File: config.mk
export PLATFORM = sky130hd
export DESIGN_NAME = capture_dump_ctrl
export DESIGN_NICKNAME = d
export VERILOG_FILES = /design/src/rtl/capture_dump_ctrl.sv
export SDC_FILE = /design/constraint.sdc
export NUM_CORES = 1
export LEC_CHECK = 0
export ABC_CLOCK_PERIOD_IN_PS = 2100
export CORE_ASPECT_RATIO = 0.7
export CORE_MARGIN = 2
export CORE_UTILIZATION = 57
export CTS_BUF_LIST = sky130_fd_sc_hd__clkbuf_16
export DETAILED_ROUTE_END_ITERATION = 6
export DONT_BUFFER_PORTS = 1
export PLACE_DENSITY = 0.85
export SLEW_MARGIN = 20
export SYNTH_ARGS = -nofsm -noshare
export SYNTH_HDL_FRONTEND = slang
export SYNTH_SLANG_ARGS = --single-unit
File: constraint.sdc
create_clock -name clk -period 2.1 [get_ports clk]
set_input_delay 0.42 -clock clk [delete_from_list [all_inputs] [get_ports clk]]
set_output_delay 0.42 -clock clk [all_outputs]
set_load 0.005 [all_outputs]
File: src/rtl/capture_dump_ctrl.sv
module capture_dump_ctrl #(
  parameter int SAMPLE_W = 128,
  parameter int DEPTH    = 512,
  parameter int CLK_HZ   = 100_000_000,
  parameter int BAUD     = 500_000,
  localparam int ADDR_W  = $clog2(DEPTH),
  localparam int BYTES   = SAMPLE_W / 8,
  localparam int BIDX_W  = (BYTES > 1) ? $clog2(BYTES) : 1,
  localparam int DIV     = CLK_HZ / BAUD,
  localparam int DIV_W   = (DIV > 1) ? $clog2(DIV) : 1
) (
  input  logic                clk,
  input  logic                rst_n,
  input  logic                cap_done_i,
  input  logic [ADDR_W-1:0]   start_ptr_i,
  output logic [ADDR_W-1:0]   rd_addr_o,
  input  logic [SAMPLE_W-1:0] rd_data_i,
  output logic                txd_o,
  output logic                busy_o,
  output logic                rearm_o
);

  typedef enum logic [2:0] {S_IDLE, S_FETCH, S_SEND, S_NEXT, S_REARM} state_t;

  state_t                state;
  logic [ADDR_W-1:0]     rd_addr, sent;
  logic [BIDX_W-1:0]     byte_idx;
  logic                  fetch_wait;
  logic [SAMPLE_W-1:0]   word;
  logic                  tx_busy;
  logic [DIV_W-1:0]      tx_div;
  logic [3:0]            tx_bit;
  logic [9:0]            tx_frame;
  logic                  tx_load;

  assign tx_load   = (state == S_SEND) && !tx_busy;
  assign rd_addr_o = rd_addr;
  assign txd_o     = tx_busy ? tx_frame[0] : 1'b1;
  assign busy_o    = (state != S_IDLE);
  assign rearm_o   = (state == S_REARM);

  always_ff @(posedge clk) begin
    if (!rst_n) begin
      state      <= S_IDLE;
      rd_addr    <= '0;
      sent       <= '0;
      byte_idx   <= '0;
      fetch_wait <= 1'b0;
      word       <= '0;
    end else begin
      case (state)
        S_IDLE: if (cap_done_i) begin
          rd_addr    <= start_ptr_i;
          sent       <= '0;
          fetch_wait <= 1'b1;
          state      <= S_FETCH;
        end
        S_FETCH: if (fetch_wait) fetch_wait <= 1'b0;
        else begin
          word     <= rd_data_i;
          byte_idx <= '0;
          state    <= S_SEND;
        end
        S_SEND: if (!tx_busy) begin
          word     <= word >> 8;
          byte_idx <= byte_idx + 1'b1;
          if (byte_idx == BIDX_W'(BYTES - 1)) state <= S_NEXT;
        end
        S_NEXT: if (sent == ADDR_W'(DEPTH - 1)) begin
          if (!tx_busy) state <= S_REARM;
        end else begin
          sent       <= sent + 1'b1;
          rd_addr    <= (rd_addr == ADDR_W'(DEPTH - 1)) ? '0 : rd_addr + 1'b1;
          fetch_wait <= 1'b1;
          state      <= S_FETCH;
        end
        default: state <= S_IDLE;
      endcase
    end
  end

  always_ff @(posedge clk) begin
    if (!rst_n) begin
      tx_busy  <= 1'b0;
      tx_div   <= '0;
      tx_bit   <= '0;
      tx_frame <= '1;
    end else if (tx_load) begin
      tx_busy  <= 1'b1;
      tx_div   <= '0;
      tx_bit   <= '0;
      tx_frame <= {1'b1, word[7:0], 1'b0};
    end else if (tx_busy) begin
      if (tx_div == DIV_W'(DIV - 1)) begin
        tx_div   <= '0;
        tx_frame <= {1'b1, tx_frame[9:1]};
        if (tx_bit == 4'd9) tx_busy <= 1'b0;
        else tx_bit <= tx_bit + 1'b1;
      end else begin
        tx_div <= tx_div + 1'b1;
      end
    end
  end


  idle_line_high_chk: assert property (@(posedge clk) disable iff (!rst_n)
    !busy_o |-> txd_o);


  done_starts_busy_chk: assert property (@(posedge clk) disable iff (!rst_n)
    (!busy_o && cap_done_i) |=> busy_o);


  addr_hold_chk: assert property (@(posedge clk) disable iff (!rst_n)
    (state == S_SEND) |=> $stable(rd_addr_o));


  bit_range_chk: assert property (@(posedge clk) disable iff (!rst_n)
    tx_bit <= 4'd9);


  frame_start_chk: assert property (@(posedge clk) disable iff (!rst_n)
    $rose(tx_busy) |=> !txd_o);


  rearm_pulse_chk: assert property (@(posedge clk) disable iff (!rst_n)
    rearm_o |=> !rearm_o && !busy_o);


  rearm_line_idle_chk: assert property (@(posedge clk) disable iff (!rst_n)
    rearm_o |-> txd_o && !tx_busy);

endmodule

* After elaboration in Yosys (flattened, before gate mapping)
Cells that the tools add are included.
** Storage, ports and cells
- Bits in writable memories :: 0
- Output and inout bits :: 12
- Latch bits :: 0
- Input port bits :: 140
- Bits in read-only memories :: 0
- Memories kept :: 0
- Register bits after elaboration :: 176
** Operators by class
- Divide/modulo/power cells :: 0
- Add/sub/neg operators :: 5
- $mul :: 0
- Muxes and demuxes :: 32
- Reductions and logical operators :: 16
- Bitwise operators :: 2
- Equal/unequal tests :: 15
- Shift-type cells :: 0
- $lt $le $gt $ge :: 0
** Operator list (count)
- 2-to-1 mux 128 bit :: 2
- one-hot mux 128 bit (2 select lines) :: 1
- 2-to-1 mux 9 bit :: 8
- one-hot mux 9 bit (2 select lines) :: 2
- adder 9 x 1 -> 9 bit (second input constant) :: 2
- equality test 9 bit (second input constant) :: 2
- 2-to-1 mux 3 bit :: 6
- one-hot mux 3 bit (4 select lines) :: 1
- AND reduction 3 bit :: 4
- adder 4 x 1 -> 4 bit (second input constant) :: 2
- adder 8 x 1 -> 8 bit (second input constant) :: 1
- equality test 4 bit (second input constant) :: 2
- equality test 8 bit (second input constant) :: 1
- 2-to-1 mux 4 bit :: 2
- 2-to-1 mux 8 bit :: 1
- inequality test 2 bit (second input constant) :: 4
- one-hot mux 4 bit (2 select lines) :: 1
- nonzero test 2 bit :: 4
- 2-to-1 mux 1 bit :: 7
- equality test 3 x 2 -> 1 bit (second input constant) :: 2
- nonzero test 3 bit :: 2
- AND reduction 5 bit :: 1
- equality test 3 x 1 -> 1 bit (second input constant) :: 1
- equality test 3 bit (second input constant) :: 1
- other kinds (9) :: 10

* Longest topological paths before layout
Gate-level depths: netlist of run 1.
- Word-level depth :: 5
- Depth in mapped cells :: 10

* Least setup slack after synthesis of run 1
Ideal clock, no wire load.
- Path kind :: reg2reg
- Start :: register sent[0]
- End :: register rd_addr[5] (netlist: rd_addr_o[5])
- Setup time :: 70 ps
- Path buffers :: 2
- Path slack :: -116 ps
- Period minus slack after synthesis :: 2216 ps
- Cell stages (with the launch flop) :: 11
- Arrival :: 2146 ps
- Cell sequence :: dfxtp_1 -> ha_1 -> nand2_1 -> nor3_1 -> ha_1 -> clkbuf_1 -> and4bb_2 -> nor2_1 -> clkbuf_1 -> a22oi_1 -> a21oi_1
** On the way
- Word-level cells in the longest chain between the ends :: 3
** RTL lines
- start, declared :: line 26 : logic [ADDR_W-1:0] rd_addr, sent;
- start signal, assigned :: line 72 : sent <= sent + 1'b1;
- equality test 9 bit :: line 69 : S_NEXT: if (sent == ADDR_W'(DEPTH - 1)) begin
- inequality test 2 bit (no source line)
- AND reduction 3 bit (no source line)
- end signal, assigned :: line 53 : rd_addr <= start_ptr_i;
- end signal, assigned :: line 73 : rd_addr <= (rd_addr == ADDR_W'(DEPTH - 1)) ? '0 : rd_addr + 1'b1;
- end, declared :: line 26
Every way passes these cells.
A chain may end at the register's enable or synchronous reset.

* Worst setup path in the final report of run 1
- Start :: register sent[1]
- End :: register rd_addr[8] (netlist: rd_addr_o[8])
Same word-level chain as after synthesis.

==> results.sh, run 1 <==
export IMPL_cts_reportedPaths_clkPinSlew_ns=0.07
export IMPL_die_w_um=145
export IMPL_drt_total_wl_mm=17.4
export IMPL_cts_tree="built"
export IMPL_die_area_um2=14800
export IMPL_dr_pass1_iters=5
export IMPL_whs_ns=0.0787
export IMPL_leakage_nw=3.05
export IMPL_antenna_found_initial=0
export IMPL_syn_nets=999
export IMPL_r2r_slack_ns=0.15
export IMPL_synth_seq_area_share=0.446
export IMPL_finalSetupTns_ns=0
export IMPL_num_io_pins=152
export IMPL_min_to="tx_frame[0]$_SDFFE_PN1P_"
export IMPL_dpl_hpwl_mm=12.2
export IMPL_irDropWorstVdd_mv=0.763
export IMPL_clockBufferDepth=2
export IMPL_cp_required_ns=2.42
export IMPL_via_per_inst=5.86
export IMPL_startpoint="sent[1]$_SDFFE_PN0P_"
export IMPL_grt_util_all_layers=0.237
export IMPL_cts_buffers=17
export IMPL_finClkSkew_ns=0.0100
export IMPL_grt_pass1_vias=5689
export IMPL_fmax_mhz=513
export IMPL_grt_pass1_wl_mm=28.2
export IMPL_cts_sinks=176
export IMPL_relSlewSlack=0.598
export IMPL_finalMaxSlewViolations=0
export IMPL_clk_latency_ns=0.42
export IMPL_fp_row_count=35
export IMPL_nets=988
export IMPL_wl_per_cell_um=16.8
export IMPL_fin_crit_ns=1.95
export IMPL_setup_violations=0
export IMPL_maxCapViolCount=0
export IMPL_finalCritPeriodShare=0.928
export IMPL_yosys_warnings=0
export IMPL_syn_area_um2=7900
export IMPL_tightest_slew_ns=0.602
export IMPL_netlist_instances=851
export IMPL_path_max_fanout=9
export IMPL_hold_violations=0
export IMPL_synth_edf_count=0
export IMPL_synth_area_per_cell_um2=9.28
export IMPL_initial_core_util=0.592
export IMPL_drc=0
export IMPL_synthTopCellsByArea="dfxtp_1 45%, mux2i_1 15%, a211oi_1 12%"
export IMPL_drt_iter0_drc=357
export IMPL_die_h_um=103
export IMPL_min_path_type="in -> reg"
export IMPL_ant_nets=0
export IMPL_r2r_cells=9
export IMPL_timing_rr_end="rd_addr_o[8]$_SDFFE_PN0P_"
export IMPL_fin_ws_ns=0.151
export IMPL_gp_congestion=0.883
export IMPL_outcome="completed"
export IMPL_crit_path_end_kind="flip-flop"
export IMPL_vias=6084
export IMPL_io_buffers=0
export IMPL_arrival_ns=2.27
export IMPL_drive_above_1_share=0.106
export IMPL_whs_path_depth=1
export IMPL_synthArstFlopShare=0
export IMPL_dpl_worst_slack_ns=0.0243
export IMPL_power_density_nw_per_um2=1510
export IMPL_ys_ff_latch=176
export IMPL_synth_cell_types=49
export IMPL_r2r_start="sent[1]$_SDFFE_PN0P_"
export IMPL_grt_setup_unrepaired="false"
export IMPL_cts_root_buf="clkbuf_16"
export IMPL_htreeDepth=4
export IMPL_cp_start_kind="flip-flop"
export IMPL_core_area_um2=13400
export IMPL_yosysTopAreaCell="dfxtp_1"
export IMPL_overflow=0
export IMPL_worstSetupPathType="reg -> reg"
export IMPL_min_from="rst_n"
export IMPL_n_antenna_cell=0
export IMPL_grt_max_degree=87
export IMPL_areaGrowthSynthToFinish_pct=13.4
export IMPL_synth_top_area_frac=0.446
export IMPL_synth_main_ff_cell="dfxtp_1"
export IMPL_cts_hold_buf=0
==> cell families after synthesis <==
group | synth area share
AND/OR/NAND/NOR | 0.138
AO/OA/AOI/OAI | 0.183
flip-flops | 0.446
multiplexers | 0.153
buffers and inverters | 0.0478
XOR/XNOR | 0.0200
adder cells (fa/ha/maj) | 0.0127
==> cells in the mapped netlist, drive strengths merged (2+ instances only) <==
cell and number:
or3 2, a22oi 14, clkbuf 33, nor2b 2, a21oi 15, a31oi 6, nand3b 2, xnor2 10
xor2 8, a21boi 2, ha 8, nor2 166, buf 39, nor4b 2, a311oi 2, nand2b 5
nor3 7, and3 4, inv 14, nor3b 2, o21ai 12, a221oi 4, a21o 3, a211oi 131
or4 2, dfxtp 176, nand2 17, nand4 7, nand3 14, nor4 4, nand4bb 2, mux2i 121
or3b 2
==> layer usage <==
| metal | part of all wire | global-route usage | vias to the layer above |
|---|---|---|---|
| li1 | - | - | 3082 |
| met1 | 0.47 | 0.322 | 2830 |
| met4 | 0.0060 | 0.0418 | 0 |
| met3 | 0.086 | 0.0836 | 10 |
| met2 | 0.44 | 0.374 | 162 |
| met5 | 0 | 0 | - |
==> state kept, by name (all words and copies together), names as in the netlist <==
name	count
state	3
tx_busy	1
tx_div	8
tx_bit	4
word	128
rd_addr_o	9
sent	9
tx_frame	9
fetch_wait	1
byte_idx	4
==> how the worst max path moves through the flow <==
stage | depth (start not counted) | endpoint
3_5_place_dp | 9 | rd_addr_o[8]$_SDFFE_PN0P_
3_3_place_gp | 9 | rd_addr_o[8]$_SDFFE_PN0P_
2_1_floorplan | 10 | rd_addr_o[5]$_SDFFE_PN0P_
5_1_grt | 9 | rd_addr_o[8]$_SDFFE_PN0P_
4_1_cts | 9 | rd_addr_o[8]$_SDFFE_PN0P_
6_report | 9 | rd_addr_o[8]$_SDFFE_PN0P_
==> through the flow <==
step	instance area (µm²)	utilization	instances	total power, W
final	8960	0.671	1038	0.0136
after global routing	8960	0.671	1038	0.0145
after CTS	8920	0.668	1038	0.0136
after detailed placement	8340	0.624	1006	0.0104
after global placement	8340	0.624	1006	0.0102
after floorplan	7900	-	851	0.00900
==> cell usage in the layout (no fill, tap or decap), types with 5 or more instances in the layout <==
cell,count
buf_12,15
buf_4,26
o21ai_0,12
a31oi_1,6
nand2b_1,5
dfxtp_1,174
inv_1,16
a22oi_1,14
nand3_1,13
xor2_1,8
a21oi_1,14
nor3_1,6
nor2_1,164
xnor2_1,10
mux2i_1,121
ha_1,6
nand2_1,17
clkbuf_16,17
a211oi_1,131
nand4_1,7
==> worst max-delay path, cell delays in order, from the launching register on <==
cell and delay, ns:
dfxtp_1 0.36, ha_2 0.20, nand2_1 0.08, nor3_2 0.17
ha_2 0.21, and4bb_2 0.29, nor2_4 0.11, buf_6 0.14
a311oi_1 0.05, a211oi_1 0.24
==> layout make-up <==
class / count / area, µm²
Timing Repair Buffer: 42 / 507
Clock buffer: 17 / 425
Fill cell: 1048 / 4400
Inverter: 15 / 58.8
Clock inverter: 15 / 159
Sequential cell: 176 / 3530
Multi-Input combinational cell: 588 / 4050
Tap cell: 185 / 231
==> power by group <==
part	total, W	internal, W	switching (W)
Clock	0.00314	0.00177	0.00136
Sequential	0.00541	0.00464	0.000769
Combinational	0.00502	0.00231	0.00271
Total	0.0136	0.00872	0.00485
==> repair_timing <==
action / CTS / global route
setup endpoints to repair: 1 / 17
resized for setup: 1 / 12
setup buffers: 0 / 0
Power figures use the tool's default switching activity.
==> run 2: changes to the inputs <==
--- a/config.mk
+++ b/config.mk
@@ -12,7 +12,7 @@
 export CTS_BUF_LIST = sky130_fd_sc_hd__clkbuf_16
 export DETAILED_ROUTE_END_ITERATION = 6
 export DONT_BUFFER_PORTS = 1
-export PLACE_DENSITY = 0.85
+export PLACE_DENSITY = 0.84
 export SLEW_MARGIN = 20
 export SYNTH_ARGS = -nofsm -noshare
 export SYNTH_HDL_FRONTEND = slang
==> run 2 against run 1 <==
Net effect: sequential power down 0.9%; worst hold slack improved by 0.0070 ns; die area unchanged; clock-buffer cell count did not move; clock power is 4% higher; critical path depth decreased by 1; setup slack got worse by 0.0098 ns; global-route usage fell by 0.41 points.
==> results.sh, run 2 (synthesized netlist as in run 1, its figures left out) <==
export IMPL_finalMaxSlewViolations=0
export IMPL_dpl_hpwl_mm=11.9
export IMPL_use_met2=0.372
export IMPL_worstSetupPathType="reg -> reg"
export IMPL_finClkSkew_ns=0.0112
export IMPL_final_common_cell="dfxtp_1"
export IMPL_use_met1=0.310
export IMPL_grt_pass1_wl_mm=27.8
export IMPL_seqPwrFrac=0.397
export IMPL_drt_iter0_drc=373
export IMPL_fp_row_count=35
export IMPL_fin_crit_ns=1.96
export IMPL_drt_total_wl_mm=17.2
export IMPL_worstPathCellList="ha_1, nand2_1, nor3_2, ha_2, nand4bb_2, a2111oi_2, xnor2_1, nor2_1"
export IMPL_dr_pass1_iters=5
export IMPL_critPathTopFamily="simple AND/OR/NAND/NOR gates"
export IMPL_grt_util_all_layers=0.233
export IMPL_die_area_um2=14800
export IMPL_cts_root_buf="clkbuf_16"
export IMPL_dpl_cell_count=998
export IMPL_die_w_um=145
export IMPL_cts_buffers=17
export IMPL_io_buffers=0
export IMPL_cp_start_kind="flip-flop"
export IMPL_crit_path_end_kind="flip-flop"
export IMPL_power_density_nw_per_um2=1520
export IMPL_arrival_ns=2.26
export IMPL_multi_input_area_um2=4040
export IMPL_cts_resized=0
export IMPL_drc=0
export IMPL_grt_max_degree=78
export IMPL_slowest_stage="a2111oi_2"
export IMPL_ant_nets=0
export IMPL_vias=6085
export IMPL_relSlewSlack=0.553
export IMPL_die_h_um=103
export IMPL_dpl_worst_slack_ns=0.0729
export IMPL_tightest_slew_ns=0.666
export IMPL_outcome="completed"
export IMPL_maxCapViolCount=0
export IMPL_final_cells=1029
export IMPL_nFillCells=1028
export IMPL_wl_per_cell_um=16.8
export IMPL_largest_reg_flops=128
export IMPL_cts_sinks=176
export IMPL_power_frac_clock=0.241
export IMPL_fin_ws_ns=0.141
export IMPL_clk_latency_ns=0.41
export IMPL_nets=980
export IMPL_grt_pass1_vias=5679
export IMPL_hold_violations=0
export IMPL_groute_layer_met3_usage=0.0859
export IMPL_clockBufferDepth=2
export IMPL_slowest_delay_ns=0.43
export IMPL_path_buf_inv=0
export IMPL_cts_hold_buf=0
export IMPL_path_max_fanout=5
export IMPL_antenna_found_initial=0
export IMPL_postCtsSetupBuffers=0
export IMPL_irDropWorstVdd_mv=0.812
export IMPL_drive_above_1_share=0.0924
export IMPL_regArea_um2=3520
export IMPL_largest_register="word"
export IMPL_overflow=0
export IMPL_htreeDepth=4
export IMPL_via_per_inst=5.91
export IMPL_initial_core_util=0.592
export IMPL_cts_tree="built"
export IMPL_num_io_pins=152
export IMPL_cts_reportedPaths_clkPinSlew_ns=0.07
export IMPL_min_path_type="in -> reg"
export IMPL_areaGrowthSynthToFinish_pct=12.8
export IMPL_finalCritPeriodShare=0.933
export IMPL_switching_power_w=0.00478
export IMPL_setup_violations=0
export IMPL_cp_required_ns=2.40
export IMPL_internal_power_w=0.00874
export IMPL_top_usage_layer="met2"
export IMPL_leakage_nw=3.03
export IMPL_gp_congestion=0.820
export IMPL_core_area_um2=13400
export IMPL_combPwrFrac=0.363
export IMPL_mostFrequentLayoutCells="175 x dfxtp_1, 164 x nor2_1, 131 x a211oi_1, 121 x mux2i_1, 18 x buf_4"
export IMPL_swShare=0.354
export IMPL_n_antenna_cell=0
export IMPL_fmax_mhz=510
==> run 2: changes by cell type in the layout (fill, tap and decap cells not counted), moves of 2 or more <==
| cell | previous run | this run |
|---|---|---|
| or3b_4 | 2 | 0 |
| buf_4 | 26 | 18 |
| clkinvlp_4 | 2 | 0 |
| or3b_1 | 0 | 2 |
==> run 2: layer usage <==
| metal | up-vias | routed length, µm |
|---|---|---|
| met5 | - | 0 |
| met4 | 0 | 90 |
| met3 | 11 | 1540 |
| met2 | 183 | 7760 |
| met1 | 2812 | 7850 |
| li1 | 3079 | - |
==> run 2: path summary, 6_finish.rpt <==
path / startpoint / end / slack (ns) / depth (start not counted)
worst max-delay path: sent[0]$_SDFFE_PN0P_ / sent[7]$_SDFFE_PN0P_ / 0.14 / 8
worst min-delay path: rst_n / tx_frame[6]$_SDFFE_PN1P_ / 0.09 / 1
worst max register to register: sent[0]$_SDFFE_PN0P_ / sent[7]$_SDFFE_PN0P_ / 0.14 / 8
worst min register to register: tx_frame[1]$_SDFFE_PN1P_ / tx_frame[0]$_SDFFE_PN1P_ / 0.47 / 2
==> run 2: power groups by stage <==
stage,logic (W),registers (W),clock network [W]
after floorplan,0.00379,0.00521,0
after global placement,0.00474,0.00536,0
after detailed placement,0.00488,0.00542,0
after CTS,0.00491,0.00536,0.00330
after global routing,0.00548,0.00552,0.00344
final,0.00491,0.00536,0.00325
==> run 2: stage by stage <==
stage / total power, W / util / TNS [ns] / hold WS [ns] / instance area [µm²]
finish: 0.0135 / 0.667 / 0 / 0.0857 / 8910
global route: 0.0144 / 0.667 / -0.00202 / 0.0616 / 8910
CTS: 0.0136 / 0.665 / 0 / 0.0721 / 8880
detailed placement: 0.0103 / 0.620 / 0 / 0.458 / 8280
global placement: 0.0101 / 0.620 / 0 / 0.448 / 8280
floorplan: 0.00900 / - / 0 / 0.441 / 7900
==> run 2: cell type report <==
type	count	share of cell area
tap	185	0.0260
multi-input combinational	588	0.454
clock inverter	14	0.0204
timing repair buffer	34	0.0501
sequential	176	0.396
inverter	15	0.00660
clock buffer	17	0.0477
==> run 3: changes to the inputs <==
--- a/config.mk
+++ b/config.mk
@@ -8,11 +8,11 @@
 export ABC_CLOCK_PERIOD_IN_PS = 2100
 export CORE_ASPECT_RATIO = 0.7
 export CORE_MARGIN = 2
-export CORE_UTILIZATION = 57
-export CTS_BUF_LIST = sky130_fd_sc_hd__clkbuf_16
+export CORE_UTILIZATION = 60
+export CTS_BUF_LIST = sky130_fd_sc_hd__clkbuf_8
 export DETAILED_ROUTE_END_ITERATION = 6
 export DONT_BUFFER_PORTS = 1
-export PLACE_DENSITY = 0.84
+export PLACE_DENSITY = 0.88
 export SLEW_MARGIN = 20
 export SYNTH_ARGS = -nofsm -noshare
 export SYNTH_HDL_FRONTEND = slang
==> run 3 against run 2 <==
Net effect: design area shrank 3.0%; fmax is 1.5% lower; worst hold slack worse by 0.040 ns; wire length fell by 2.7%; combinational power fell by 2%; clock power fell by 30%; setup slack lost 0.031 ns; flip-flop and latch count unchanged; register-to-register slack worse by 0.03 ns; via count increased by 0.12%; die area decreased by 4.8%; largest power group unchanged.
==> results.sh, run 3 (synthesized netlist as in run 1, its figures left out) <==
export IMPL_outcome="completed"
export IMPL_arrival_ns=2.34
export IMPL_setup_violations=0
export IMPL_wl_met3_mm=1.38
export IMPL_cts_root_buf="clkbuf_8"
export IMPL_power_frac_clock=0.182
export IMPL_antenna_found_initial=0
export IMPL_seqPwrFrac=0.431
export IMPL_finClkSkew_ns=0.0172
export IMPL_critPathCapture="rd_addr_o[8]$_SDFFE_PN0P_"
export IMPL_die_h_um=100
export IMPL_final_cells=1009
export IMPL_grt_max_degree=67
export IMPL_cp_required_ns=2.45
export IMPL_dpl_worst_slack_ns=-0.0153
export IMPL_grt_util_all_layers=0.241
export IMPL_fmax_mhz=503
export IMPL_worstPathCellList="nand3_1, nor3_2, ha_2, and4bb_2, nor2_1, buf_6, a311oi_2, a211oi_1"
export IMPL_largest_reg_flops=128
export IMPL_worstSetupPathType="reg -> reg"
export IMPL_grt_pass1_vias=5656
export IMPL_internal_power_w=0.00782
export IMPL_timing_rr_end="rd_addr_o[8]$_SDFFE_PN0P_"
export IMPL_cts_reportedPaths_clkPinSlew_ns=0.10
export IMPL_path_buf_inv=1
export IMPL_die_area_um2=14100
export IMPL_mostFrequentLayoutCells="174 x dfxtp_1, 166 x nor2_1, 131 x a211oi_1, 121 x mux2i_1, 20 x buf_4"
export IMPL_htreeDepth=4
export IMPL_initial_core_util=0.608
export IMPL_clockBufferDepth=2
export IMPL_num_io_pins=152
export IMPL_via_per_inst=6.04
export IMPL_cts_buffers=17
export IMPL_nets=980
export IMPL_tightest_slew_ns=0.674
export IMPL_maxCapViolCount=0
export IMPL_fp_row_count=35
export IMPL_finalCritPeriodShare=0.947
export IMPL_grt_pass1_wl_mm=27.9
export IMPL_ant_nets=0
export IMPL_final_common_cell="dfxtp_1"
export IMPL_drt_iter0_drc=412
export IMPL_irDropWorstVdd_mv=0.796
export IMPL_min_path_type="in -> reg"
export IMPL_overflow=0
export IMPL_startpoint="sent[3]$_SDFFE_PN0P_"
export IMPL_top_layer_used="met4"
export IMPL_switching_power_w=0.00461
export IMPL_wl_per_cell_um=16.6
export IMPL_io_buffers=0
export IMPL_power_density_nw_per_um2=1440
export IMPL_areaGrowthSynthToFinish_pct=9.41
export IMPL_drt_total_wl_mm=16.8
export IMPL_dpl_cell_count=976
export IMPL_relSlewSlack=0.548
export IMPL_hold_violations=0
export IMPL_drc=0
export IMPL_met1Wirelength_mm=7.82
export IMPL_finalSetupTns_ns=0
export IMPL_dr_pass1_iters=5
export IMPL_final_util=0.665
export IMPL_r2r_cells=8
export IMPL_finalMaxSlewViolations=0
export IMPL_cts_tree="built"
export IMPL_swShare=0.371
export IMPL_fin_crit_ns=1.99
export IMPL_cp_start_kind="flip-flop"
export IMPL_path_max_fanout=12
export IMPL_r2r_slack_ns=0.11
export IMPL_fin_ws_ns=0.110
export IMPL_core_area_um2=13000
export IMPL_cp_depth=8
export IMPL_cts_sinks=176
export IMPL_critPathTopFamily="simple AND/OR/NAND/NOR gates"
export IMPL_wl_met2_mm=7.49
export IMPL_drive_above_1_share=0.0949
export IMPL_largest_register="word"
export IMPL_r2r_start="sent[3]$_SDFFE_PN0P_"
export IMPL_gp_congestion=0.842
export IMPL_slowest_delay_ns=0.41
export IMPL_vias=6092
export IMPL_clk_latency_ns=0.45
export IMPL_crit_path_end_kind="flip-flop"
export IMPL_leakage_nw=2.91
export IMPL_die_w_um=141
export IMPL_slowest_stage="dfxtp_1"
export IMPL_combPwrFrac=0.387
export IMPL_dpl_hpwl_mm=11.7
export IMPL_n_antenna_cell=0
## run 3: cell count changes in the layout (fill, tap and decap cells not counted), moves of 2 or more
cell,previous run,this run
clkinv_2,0,3
clkinv_4,3,0
clkbuf_16,17,0
clkbuf_8,0,17
inv_8,2,0
buf_4,18,20
nor2_1,164,166
buf_12,15,13
clkinvlp_4,0,3
nor2_2,2,0
## run 3: cell type report
type                    instances  area, µm²
clock buffers                  17        234
clock inverters                13        136
fillers                      1016       4360
inverters                      15       58.8
multi-input cells             588       4060
flip-flops and latches        176       3530
well taps                     166        208
repair buffers                 34        422
## run 3: worst reg2reg max path: stages, from the launching register on
cell and delay [ns]:
dfxtp_1 0.41, nand3_1 0.20, nor3_2 0.23, ha_2 0.22, and4bb_2 0.28, nor2_1 0.13
buf_6 0.17, a311oi_2 0.06, a211oi_1 0.21
## run 3: worst min-delay path by stage
| stage | start | to | depth (start not counted) |
|---|---|---|---|
| final | rst_n | tx_frame[6]$_SDFFE_PN1P_ | 1 |
| after global routing | rst_n | tx_frame[8]$_SDFFE_PN1P_ | 1 |
| after CTS | rst_n | tx_frame[0]$_SDFFE_PN1P_ | 1 |
| after detailed placement | tx_frame[1]$_SDFFE_PN1P_ | tx_frame[0]$_SDFFE_PN1P_ | 2 |
| after global placement | tx_frame[1]$_SDFFE_PN1P_ | tx_frame[0]$_SDFFE_PN1P_ | 2 |
| after floorplan | tx_frame[1]$_SDFFE_PN1P_ | tx_frame[0]$_SDFFE_PN1P_ | 2 |
## run 3: power by group through the flow
| stage | combinational (W) | clock, W | sequential [W] |
|---|---|---|---|
| after floorplan | 0.00379 | 0 | 0.00521 |
| after CTS | 0.00479 | 0.00231 | 0.00536 |
| after global routing | 0.00538 | 0.00247 | 0.00551 |
| after detailed placement | 0.00477 | 0 | 0.00543 |
| final | 0.00481 | 0.00226 | 0.00536 |
| after global placement | 0.00463 | 0 | 0.00536 |
## run 3: layer usage
layer,vias up,global-route usage
met5,-,0
met4,0,0.0492
met3,9,0.0806
met2,180,0.371
met1,2837,0.334
li1,3066,-
## run 3: per-stage QoR
stage | cell area [µm²] | hold slack (ns) | total power (W)
after floorplan | 7900 | 0.441 | 0.00900
after global placement | 8200 | 0.456 | 0.00998
after detailed placement | 8200 | 0.463 | 0.0102
after CTS | 8590 | 0.0153 | 0.0124
after global routing | 8640 | 0.0118 | 0.0134
final | 8640 | 0.0458 | 0.0124
## run 3: what timing repair did
action                                  4_1_cts  5_1_grt
endpoints found under the setup margin        3       14
hold buffers                                  0        0
resized for setup                             1        9
buffers inserted                              2        1
pin swaps                                     1        0
